==> src/rtl/burst_seq_pkg.sv <==
package burst_seq_pkg;

    typedef enum logic [1:0] {
        ST_IDLE   = 2'd0,
        ST_BURST  = 2'd1,
        ST_SINGLE = 2'd2
    } seq_state_e;

    localparam logic [1:0] PORT_W32 = 2'b00;
    localparam logic [1:0] PORT_W16 = 2'b01;
    localparam logic [1:0] PORT_W8  = 2'b10;

endpackage

==> src/rtl/bs_port_decode.sv <==
module bs_port_decode #(
    parameter int LINE_BYTES = 16,
    parameter int WORD_BYTES = 4,
    localparam int OW = $clog2(LINE_BYTES)
) (
    input  logic [1:0]    code_i,
    output logic [OW-1:0] step_o,
    output logic [OW-1:0] last_o,
    output logic          narrow_o
);
    import burst_seq_pkg::*;

    always_comb begin
        unique case (code_i)
            PORT_W16: begin
                step_o   = OW'(WORD_BYTES / 2);
                last_o   = OW'(2 * LINE_BYTES / WORD_BYTES - 1);
                narrow_o = 1'b1;
            end
            PORT_W8: begin
                step_o   = OW'(WORD_BYTES / 4);
                last_o   = OW'(4 * LINE_BYTES / WORD_BYTES - 1);
                narrow_o = 1'b1;
            end
            default: begin
                step_o   = OW'(WORD_BYTES);
                last_o   = OW'(LINE_BYTES / WORD_BYTES - 1);
                narrow_o = 1'b0;
            end
        endcase
    end
endmodule

==> src/rtl/bs_off_step.sv <==
module bs_off_step #(
    parameter int OW = 4
) (
    input  logic [OW-1:0] off_i,
    input  logic [OW-1:0] step_i,
    output logic [OW-1:0] next_o
);
    // offset arithmetic is modulo the line size: wrap is the natural overflow
    assign next_o = off_i + step_i;
endmodule

==> src/rtl/burst_seq.sv <==
module burst_seq #(
    parameter int AW         = 32,
    parameter int LINE_BYTES = 16,
    parameter int WORD_BYTES = 4
) (
    input  logic          clk,
    input  logic          rst_n,
    input  logic          req_valid,
    input  logic [AW-1:0] req_addr,
    input  logic          req_write,
    output logic          ts_o,
    output logic          burst_o,
    output logic          bdip_o,
    output logic          write_o,
    output logic [AW-1:0] addr_o,
    output logic          lock_o,
    input  logic          ta_i,
    input  logic          bi_i,
    input  logic          psize_vld_i,
    input  logic [1:0]    psize_i,
    output logic          beat_o,
    output logic          done_o
);
    import burst_seq_pkg::*;

    localparam int OW = $clog2(LINE_BYTES);
    localparam int LW = AW - OW;
    localparam logic [OW-1:0] WORD_LAST = OW'(LINE_BYTES / WORD_BYTES - 1);
    localparam logic [OW-1:0] WORD_MASK = ~OW'(WORD_BYTES - 1);

    typedef struct packed {
        seq_state_e    st;
        logic [LW-1:0] line;
        logic [OW-1:0] off;
        logic [OW-1:0] cnt;
        logic [OW-1:0] last;
        logic [OW-1:0] step;
        logic          wr;
        logic          ts;
        logic          lock;
        logic          sized;
    } seq_t;

    seq_t seq_d, seq_q;

    logic [OW-1:0] dec_step, dec_last, step_sel, off_next;
    logic          dec_narrow;
    logic          busy;

    bs_port_decode #(
        .LINE_BYTES(LINE_BYTES),
        .WORD_BYTES(WORD_BYTES)
    ) dec_i (
        .code_i  (psize_i),
        .step_o  (dec_step),
        .last_o  (dec_last),
        .narrow_o(dec_narrow)
    );

    assign step_sel = (seq_q.st == ST_BURST) ? dec_step : seq_q.step;

    bs_off_step #(.OW(OW)) step_i (
        .off_i (seq_q.off),
        .step_i(step_sel),
        .next_o(off_next)
    );

    always_comb begin
        seq_d = seq_q;
        unique case (seq_q.st)
            ST_IDLE: begin
                if (req_valid) begin
                    seq_d.st    = ST_BURST;
                    seq_d.line  = req_addr[AW-1:OW];
                    seq_d.off   = req_addr[OW-1:0] & WORD_MASK;
                    seq_d.wr    = req_write;
                    seq_d.ts    = 1'b1;
                    seq_d.cnt   = '0;
                    seq_d.last  = WORD_LAST;
                    seq_d.step  = OW'(WORD_BYTES);
                    seq_d.lock  = 1'b0;
                    seq_d.sized = 1'b0;
                end
            end
            ST_BURST: begin
                seq_d.ts = 1'b0;
                if (!ta_i) begin
                    if (psize_vld_i && !seq_q.sized && seq_q.cnt == '0) begin
                        seq_d.sized = 1'b1;
                        seq_d.last  = dec_last;
                        seq_d.lock  = dec_narrow;
                    end
                end else if (bi_i && seq_q.cnt == '0) begin
                    seq_d.st   = ST_SINGLE;
                    seq_d.cnt  = OW'(1);
                    seq_d.last = dec_last;
                    seq_d.step = dec_step;
                    seq_d.off  = off_next;
                    seq_d.ts   = 1'b1;
                    seq_d.lock = 1'b0;
                end else if (seq_q.cnt == seq_q.last) begin
                    seq_d.st   = ST_IDLE;
                    seq_d.lock = 1'b0;
                end else begin
                    seq_d.cnt   = seq_q.cnt + OW'(1);
                    seq_d.sized = 1'b1;
                end
            end
            ST_SINGLE: begin
                seq_d.ts = 1'b0;
                if (ta_i) begin
                    if (seq_q.cnt == seq_q.last) begin
                        seq_d.st = ST_IDLE;
                    end else begin
                        seq_d.cnt = seq_q.cnt + OW'(1);
                        seq_d.off = off_next;
                        seq_d.ts  = 1'b1;
                    end
                end
            end
            default: seq_d.st = ST_IDLE;
        endcase
    end

    always_ff @(posedge clk) begin
        if (!rst_n) seq_q <= '0;
        else        seq_q <= seq_d;
    end

    assign busy    = (seq_q.st != ST_IDLE);
    assign ts_o    = seq_q.ts;
    assign burst_o = (seq_q.st == ST_BURST);
    assign bdip_o  = burst_o && (seq_q.cnt != seq_q.last);
    assign write_o = busy && seq_q.wr;
    assign addr_o  = busy ? {seq_q.line, seq_q.off} : '0;
    assign lock_o  = seq_q.lock;
    assign beat_o  = busy && ta_i;
    assign done_o  = beat_o && (seq_q.cnt == seq_q.last) &&
                     !(burst_o && bi_i && seq_q.cnt == '0);
endmodule

==> config.mk <==
export PLATFORM = sky130hd
export DESIGN_NAME = burst_seq
export DESIGN_NICKNAME = d
export VERILOG_FILES = /design/src/rtl/burst_seq_pkg.sv /design/src/rtl/bs_port_decode.sv /design/src/rtl/bs_off_step.sv /design/src/rtl/burst_seq.sv
export SDC_FILE = /design/constraint.sdc
export NUM_CORES = 1
export LEC_CHECK = 0
export BUFFER_PORTS_ARGS = -buffer_cell sky130_fd_sc_hd__buf_4
export CORE_MARGIN = 10
export CORE_UTILIZATION = 50
export DETAILED_ROUTE_END_ITERATION = 8
export PLACE_DENSITY = 0.75
export RECOVER_POWER = 25
export SLEW_MARGIN = 30
export SYNTH_ARGS = -nofsm -noshare
export SYNTH_HDL_FRONTEND = slang
export SYNTH_SLANG_ARGS = --single-unit
==> constraint.sdc <==
create_clock -name clk -period 6.8 [get_ports clk]
set_clock_uncertainty 0.1 [all_clocks]
set_input_delay 0.34 -clock clk [delete_from_list [all_inputs] [get_ports clk]]
set_output_delay 0.34 -clock clk [all_outputs]
set_load 0.05 [all_outputs]
==> results by group, run 1 <==
Clock tree
  – Num CTS Buffers: 5
  – Clock root cell: clkbuf_8
  – CTS Sinks: 48
  – CTS H-Tree Depth: 2
  – Post-CTS setup buffers: 0
  – CTS tree: done
  – Hold-fix buffers, CTS: 0
  – Clock transition at path regs: 0.09 ns
  – Post_cts resized: 0
  – Clk_lat worst skew: 0.30 ns
  – Clock Tree Buf Depth: 2

STA
  – Min Tclk post-route: about 3.7 ns
  – Slew Viols, Final: 0
  – Fin. Hold Viols: 0
  – FMAX: 269 MHz
  – Endpoints failing setup: 0
  – Worst slew pin tran: approximately 1.4 ns
  – Setup TNS: 0 ns
  – Final worst path period share: 0.546
  – RSZ-0062 raised after global routing: no
  – Slew HR: 0.0972

Run
  – Total of max-cap violations: 0

Hold path
  – Min-delay worst type: in2reg

Placed design
  – GP Congestion: a little over 0.9
  – HPWL after DPL: 5.29 mm
  – IO buf count: 77

Final layout
  – Finished Core Util: 0.648
  – Multi-input logic area: ~0.0015 sq mm
  – ANT cells: 0
  – Fillers: a little over 500
  – Register area: 961 sq um
  – # nets final: roughly 460
  – Synth-to-layout area growth: 25.5%
  – Layout cell share with drive strength beyond 1: 0.222
  – Commonest non-fill, non-tap cells in the layout: nand2_1 (72), buf_4 (72), dfxtp_1 (48)

Synthesis
  – Ys Warns: 0
  – Synthesized area: around 0.0027 sq mm
  – Yosys top cell by area: dfxtp_1
  – Top area cells in the synthesized netlist: dfxtp_1 (36%), nand2_1 (10%), a21oi_1 (8.3%)
  – Post-Syn Instances: 339
  – Main synth FF type: dfxtp_1
  – Post-synth ARST share: 0
  – Register area share after synthesis: 0.362
  – Synthesized area per cell: 7.83 sq um
  – Net Count, Synth: 393
  – EDFF count, synth: 0
  – Area share of the largest cell type after synthesis: 0.362
  – Post-synthesis cell type count: a little over 50
  – Yosys reg bits: 48

Critical path
  – WP data arrival: 3.85 ns
  – Setup crit start kind: register
  – Worst setup EP type: register
  – Worst-path fanout max: 32
  – WP data required: about 6.9 ns
  – CP Class: reg2reg

Route
  – Final ANT Viol Nets: 0
  – Total Wirelength: 7.23 mm
  – DRC violations left: 0
  – 1st-iter DRT viols: 135
  – Drt wl/cell: 15.2 um
  – Via density per instance: about 5.4
  – Drt first pass iters: 4
  – Total number of vias: approximately 2600

Floorplan
  – Initial Utilization: 0.516
  – Die ar.: around 0.0086 sq mm
  – Core area: 0.00514 sq mm
  – Die Width: 92.9 um
  – Row cnt: 26
  – Die Y: 92.9 um
  – Io pins: 80

Power
  – Pleak: 1.36 nW
  – Tot Pwr: slightly above 800 uW
  – Pwr/cell area: ~240 mW/mm^2
  – IR drop worst, VDD: between 100 and 150 uV

Global route
  – Largest net degree at the start of global routing: 42
  – Global-route wire length before repair: 12.0 mm
  – All-Layer GR Usage: 0.165
  – Vias in the first global route: about 2500
  – Antenna violations before repair: 0
  – GR Overflow Total: 0

Run status
  – Status: finished, final reports clean
area by class of cell:
cell class / count / share of cell area
Clock buffer: 5 / 0.0207
Clock inverter: 3 / 0.0128
Inverter: 16 / 0.0180
Multi-Input combinational cell: 254 / 0.462
Sequential cell: 48 / 0.289
Tap cell: 70 / 0.0263
Timing Repair Buffer: 80 / 0.171
cells by family (layout without fill, tap and decap cells):
group | after synthesis | after routing | share of synthesized area
fa+ha+maj | 13 | 13 | 0.0641
compound gates | 83 | 83 | 0.199
xor+xnor | 3 | 3 | 0.00990
simple gates | 144 | 144 | 0.264
mux | 11 | 11 | 0.0434
flops | 48 | 48 | 0.362
buf+inv | 37 | 104 | 0.0575
layer usage:
metal,GRT usage,vias up,part of all wire
li1,-,1290,-
met1,0.198,1186,0.42
met2,0.276,75,0.49
met3,0.0638,4,0.080
met4,0.0270,0,0.0051
met5,0,-,0
per-stage QoR:
stage	hold slack [ns]	setup WS, ns	cells	area (sq um)
after floorplan	0.332	3.91	339	2650
final	0.176	3.08	476	3330
after global routing	0.172	2.64	476	3330
after CTS	0.163	4.04	476	3360
after detailed placement	0.343	4.08	468	3250
after global placement	0.337	4.17	468	3250
registers in the layout, summed over array words and instances, names as in the netlist:
register and cells:
seq_q 46, ts_o 1, lock_o 1
Yosys cell counts (all sizes together) (2+ instances only):
library cell  count
nand2            72
o22ai             3
nand4             2
nand3            11
clkbuf           16
mux2i             7
ha               12
nor2              8
a2111oi           2
a221oi            2
o21a              3
xnor2             3
a311oi            2
mux2              4
a21o              2
and2              3
a21oi            44
or3               3
o2111ai           4
dfxtp            48
nor2b            34
a31oi             2
o21ai             9
buf               5
inv              16
nor3              5
report_power, final:
group	total [mW]	internal [mW]	switching, mW	leakage (nW)
sequential	0.320	0.306	0.0143	0.393
combinational	0.284	0.0991	0.185	0.914
clock	0.206	0.109	0.0970	0.0541
worst max-delay path, cell delays in order (launching register included):
cell,delay (ns)
dfxtp_1,0.37
inv_1,0.12
ha_1,0.36
clkbuf_1,1.03
nand2_1,1.02
nor3_1,0.38
o21ai_0,0.12
a21oi_1,0.13
final timing paths:
check	startpoint	end	slack (ns)	depth (start not counted)
worst max-delay path	seq_q[49]	seq_q[48]	3.08	7
worst min-delay path	req_addr[22]	seq_q[38]	0.18	3
worst max register to register	seq_q[49]	seq_q[48]	3.08	7
worst min register to register	seq_q[21]	seq_q[21]	0.35	2
No activity file was read; power rests on OpenSTA's default activity.
==> inputs of run 2 (changes only) <==
- clock period: 6.8 -> 3.5 ns (I/O delays scaled with it)
==> results by group, run 2 (synthesized netlist as in run 1, its figures left out) <==
Floorplan
  – Die Width: 92.9 um
  – Row cnt: 26
  – Io pins: 80
  – Initial Utilization: 0.516
  – Die ar.: 0.00862 sq mm
  – Die Y: 92.9 um
  – Core area: just over 0.005 sq mm

Critical path
  – CP Class: reg2reg
  – Worst-path fanout max: 15
  – FF-to-FF setup slack: 0.92 ns
  – WP data required: roughly 3.6 ns
  – FF-to-FF End: seq_q[17]
  – WP data arrival: 2.70 ns
  – FF-to-FF Start: seq_q[49]
  – Worst setup EP type: register
  – Register-to-Register Path Depth: 9
  – Setup crit start kind: register

STA
  – Final worst path period share: 0.737
  – Min Tclk post-route: 2.58 ns
  – Endpoints failing setup: 0
  – RSZ-0062 raised after global routing: no
  – FMAX: approximately 390 MHz
  – Fin. Hold Viols: 0
  – Slew HR: 0.526
  – Setup TNS: 0 ns
  – Slew Viols, Final: 0
  – Worst slew pin tran: 0.710 ns

Clock tree
  – CTS H-Tree Depth: 2
  – Clock Tree Buf Depth: 2
  – Post-CTS setup buffers: 0
  – Post_cts resized: 0
  – Clock root cell: clkbuf_8
  – Hold-fix buffers, CTS: 0
  – Clock transition at path regs: 0.09 ns
  – Clk_lat worst skew: 0.30 ns
  – CTS tree: done
  – CTS Sinks: 48
  – Num CTS Buffers: 5

Global route
  – Largest net degree at the start of global routing: slightly above 40
  – Antenna violations before repair: 0
  – GR Overflow Total: 0
  – Vias in the first global route: between 2000 and 2500
  – Global-route wire length before repair: 11.8 mm
  – All-Layer GR Usage: 0.164

Hold path
  – Worst Hold Depth: 3
  – Hold endpoint: seq_q[30]
  – Hold path start: req_addr[14]
  – Min-delay worst type: in2reg

Route
  – Final ANT Viol Nets: 0
  – DRC violations left: 0
  – Via density per instance: 5.42
  – Total number of vias: 2587
  – Drt wl/cell: 15.1 um
  – 1st-iter DRT viols: 297
  – Drt first pass iters: 4
  – Total Wirelength: roughly 7.2 mm

Final layout
  – Commonest non-fill, non-tap cells in the layout: nand2_1 (72), buf_4 (62), dfxtp_1 (48)
  – Layout cell share with drive strength beyond 1: 0.197
  – ANT cells: 0
  – Most common cell after layout, fill and taps aside: nand2_1
  – Synth-to-layout area growth: 24.6%
  – # nets final: 460
  – Reg with most FFs: seq_q
  – Number of flip-flops in the largest register: 46

Power
  – Pleak: 1.33 nW
  – Tot Pwr: roughly 1.6 mW
  – IR drop worst, VDD: 261 uV
  – Pwr/cell area: between 400 and 500 mW/mm^2

Placed design
  – HPWL after DPL: 5.31 mm
  – IO buf count: 77
  – GP Congestion: just under 0.9

Run status
  – Status: finished, final reports clean

Run
  – Total of max-cap violations: 0
[run 2: changes by cell type in the layout (fill, tap and decap cells not counted), sizes merged]
cell,before,now
clkbuf,13,25
buf,72,62
clkinvlp,1,0
[run 2: cell type report]
| cell class | instances | area [sq um] |
|---|---|---|
| Clock inverter | 2 | 38.8 |
| Tap cell | 70 | 87.6 |
| Fill cell | 525 | 1830 |
| Clock buffer | 6 | 82.6 |
| Sequential cell | 48 | 961 |
| Timing Repair Buffer | 81 | 537 |
| Multi-Input combinational cell | 254 | 1540 |
| Inverter | 16 | 60.1 |
[run 2: layer usage]
metal  track usage  vias to the layer above  share of wire
met1         0.199                     1206           0.42
met5             0                        -              0
li1              -                     1292              -
met3        0.0613                        5          0.086
met4        0.0386                        0         0.0079
met2         0.267                       84           0.48
[run 2: how the worst max path moves through the flow]
stage | slack, ns | startpoint | depth (start not counted) | end
finish | 0.92 | seq_q[49] | 9 | seq_q[17]
global route | 0.76 | seq_q[49] | 9 | seq_q[17]
CTS | 0.92 | seq_q[49] | 9 | seq_q[17]
detailed placement | 0.93 | seq_q[49] | 9 | seq_q[17]
global placement | 1.0 | seq_q[49] | 9 | seq_q[17]
floorplan | 0.72 | seq_q[49] | 10 | seq_q[17]
[run 2: metrics by stage]
stage               std cells  worst slack (ns)   util  area (sq um)  hold WS (ns)
global placement          469             0.999  0.634          3260         0.321
floorplan                 339             0.716      -          2650         0.211
CTS                       477             0.920  0.657          3380       0.00452
global route              477             0.760  0.643          3310      0.000745
finish                    477             0.922  0.643          3310        0.0121
detailed placement        469             0.931  0.634          3260         0.332
[run 2: worst max-delay path: stages, from the launching register on]
cell     delay [ns]
dfxtp_1        0.36
inv_1          0.11
ha_1           0.49
mux2_2         0.40
ha_1           0.19
inv_1          0.07
fa_1           0.41
nor3_1         0.19
nand3_1        0.10
o31ai_1        0.08
[run 2: report_power, final]
part | internal (mW) | leakage, nW | switching (mW)
registers | 0.595 | 0.393 | 0.0271
logic | 0.192 | 0.871 | 0.361
clock network | 0.234 | 0.0614 | 0.194
total | 1.02 | 1.33 | 0.582
==> inputs of run 3 (changes only) <==
- ABC_AREA: not set -> 1
- CORE_UTILIZATION: 50 -> 46
- PLACE_DENSITY: 0.75 -> 0.73
- clock period: 3.5 -> 2.3 ns (I/O delays scaled with it)
==> results by group, run 3 <==
Route
  – Via density per instance: 4.74
  – Met2 routed WL: 3.56 mm
  – Final ANT Viol Nets: 0
  – 1st-iter DRT viols: ~140
  – Drt wl/cell: roughly 13 um
  – Max layer used: met4
  – DR WL met3: 379 um
  – DRC violations left: 0
  – Wl on met1: 3.08 mm
  – Total number of vias: 2624
  – Total Wirelength: 7.09 mm
  – Drt first pass iters: 6

Synthesis
  – Top area cells in the synthesized netlist: dfxtp_1 (37%), inv_1 (9.7%), nor2_1 (9.5%)
  – Synthesized area per cell: 6.62 sq um
  – Ys Warns: 0
  – Main synth FF type: dfxtp_1
  – Top-count cell post-synth: inv_1
  – List of most frequent post-synthesis cells: inv_1 (67), nor2_1 (65), nand2_1 (56), a21oi_1 (48), dfxtp_1 (48)
  – Post-synth ARST share: 0
  – Post-Syn Instances: 390
  – Yosys top cell by area: dfxtp_1
  – Post-synthesis cell type count: 24
  – EDFF count, synth: 0
  – Yosys reg bits: 48
  – Synthesized area: ~0.0026 sq mm
  – Net Count, Synth: 444
  – Register area share after synthesis: 0.372
  – Area share of the largest cell type after synthesis: 0.372

Global route
  – Global-route wire length before repair: 11.5 mm
  – Antenna violations before repair: 0
  – Vias in the first global route: about 2400
  – All-Layer GR Usage: 0.155
  – Largest net degree at the start of global routing: 59
  – GR Overflow Total: 0

Run status
  – Status: finished, final reports clean

Final layout
  – Finished Core Util: 0.640
  – Commonest non-fill, non-tap cells in the layout: buf_4 (74), inv_1 (67), nor2_1 (65)
  – ANT cells: 0
  – Layout cell share with drive strength beyond 1: 0.222
  – Reg with most FFs: seq_q
  – Number of flip-flops in the largest register: 46
  – Non-filler cells in the finished layout: between 500 and 600
  – # nets final: 536
  – Synth-to-layout area growth: 35.7%
  – Most common cell after layout, fill and taps aside: buf_4

Power
  – IR drop worst, VDD: 654 uV
  – Switch share: 0.330
  – Tot Pwr: 2.37 mW
  – Pwr/cell area: a little under 700 mW/mm^2
  – Clk pwr share: 0.295
  – Switching Power: 783 uW
  – Combinational power share: 0.302
  – P_int: between 1.5 and 2 mW
  – Reg power frac: 0.402
  – Pleak: 1.70 nW

STA
  – Endpoints failing setup: 0
  – Slew Viols, Final: 0
  – Slew HR: 0.589
  – Final worst path period share: 0.914
  – Worst slew pin tran: 0.620 ns
  – FMAX: 476 MHz
  – Fin. Hold Viols: 0
  – Min Tclk post-route: around 2.1 ns

Run
  – Total of max-cap violations: 0

Critical path
  – Worst setup EP type: primary output
  – CP Class: reg2out
  – Setup crit start kind: register
  – WP data arrival: 1.89 ns
  – WP data required: 2.09 ns
  – Worst-path fanout max: 26

Floorplan
  – Io pins: 80
  – Die Width: ~95 um
  – Core area: 0.00547 sq mm
  – Die Y: between 90 and 100 um
  – Die ar.: 0.00901 sq mm
  – Row cnt: 27
  – Initial Utilization: 0.472

Hold path
  – Min-delay worst type: in2reg

Clock tree
  – Clock root cell: clkbuf_8
  – CTS tree: done
  – Clk_lat worst skew: approximately 0.29 ns
  – Num CTS Buffers: 5
  – CTS Sinks: 48
  – Clock transition at path regs: 0.09 ns
  – Clock Tree Buf Depth: 2
  – Post-CTS setup buffers: 0
  – CTS H-Tree Depth: 2

Placed design
  – HPWL after DPL: 5.24 mm
  – IO buf count: 77
  – GP Congestion: approximately 0.86
  – Number of cells after detailed placement: 531
[run 3: power by group through the flow]
stage,sequential (mW),clock (mW),combinational [mW]
floorplan,0.977,0,0.491
global placement,0.971,0,0.693
detailed placement,0.974,0,0.705
CTS,0.954,0.713,0.730
global route,0.965,0.748,0.805
finish,0.955,0.701,0.718
[run 3: final timing paths]
path,from,to,slack (ns),depth (start not counted)
hold reg to reg,seq_q[34],seq_q[34],0.36,2
setup reg to reg,seq_q[49],seq_q[18],0.21,11
setup / recovery,seq_q[48],done_o,0.20,7
hold / removal,req_addr[21],seq_q[37],0.003,3
[run 3: per-stage QoR]
| stage | TNS (ns) | hold slack (ns) | instance area [sq um] | worst slack (ns) |
|---|---|---|---|---|
| 3_5_place_dp | 0 | 0.300 | 3250 | 0.107 |
| 2_1_floorplan | -0.132 | 0.153 | 2590 | -0.132 |
| 4_1_cts | 0 | 0.00108 | 3540 | 0.0997 |
| 3_3_place_gp | 0 | 0.292 | 3250 | 0.213 |
| 5_1_grt | -0.000942 | 0.0140 | 3500 | -0.000942 |
| 6_report | 0 | 0.00272 | 3500 | 0.197 |
[run 3: kinds of logic (layout without fill, tap and decap cells)]
kind of cell,Yosys count,after routing,share of synthesized area
buf+inv,88,180,0.131
compound gates,90,90,0.175
xor+xnor,3,3,0.0102
flops,48,48,0.372
fa+ha+maj,13,13,0.0659
simple gates,148,148,0.246
[run 3: area by class of cell]
type	count	area, sq um
multi-input cells	254	1280
well taps	72	90.1
clock buffers	5	68.8
clock inverters	2	60.1
repair buffers	101	768
fillers	529	1970
flip-flops and latches	48	962
inverters	72	272
[run 3: routing by layer]
metal / vias up / track usage
li1: 1387 / -
met1: 1169 / 0.187
met2: 62 / 0.264
met3: 6 / 0.0420
met4: 0 / 0.0436
met5: - / 0
[run 3: what timing repair did]
item,4_1_cts,5_1_grt
endpoints found under the hold margin,16,0
setup endpoints to repair,0,3
gates resized for setup,0,3
hold buffers,16,0
[run 3: critical path, stage by stage (launching register included)]
cell and delay, ns:
dfxtp_1 0.40, inv_1 0.10, ha_1 0.26, buf_4 0.25, nor2_1 0.17, o21ai_0 0.13
nor2_2 0.10, buf_4 0.20
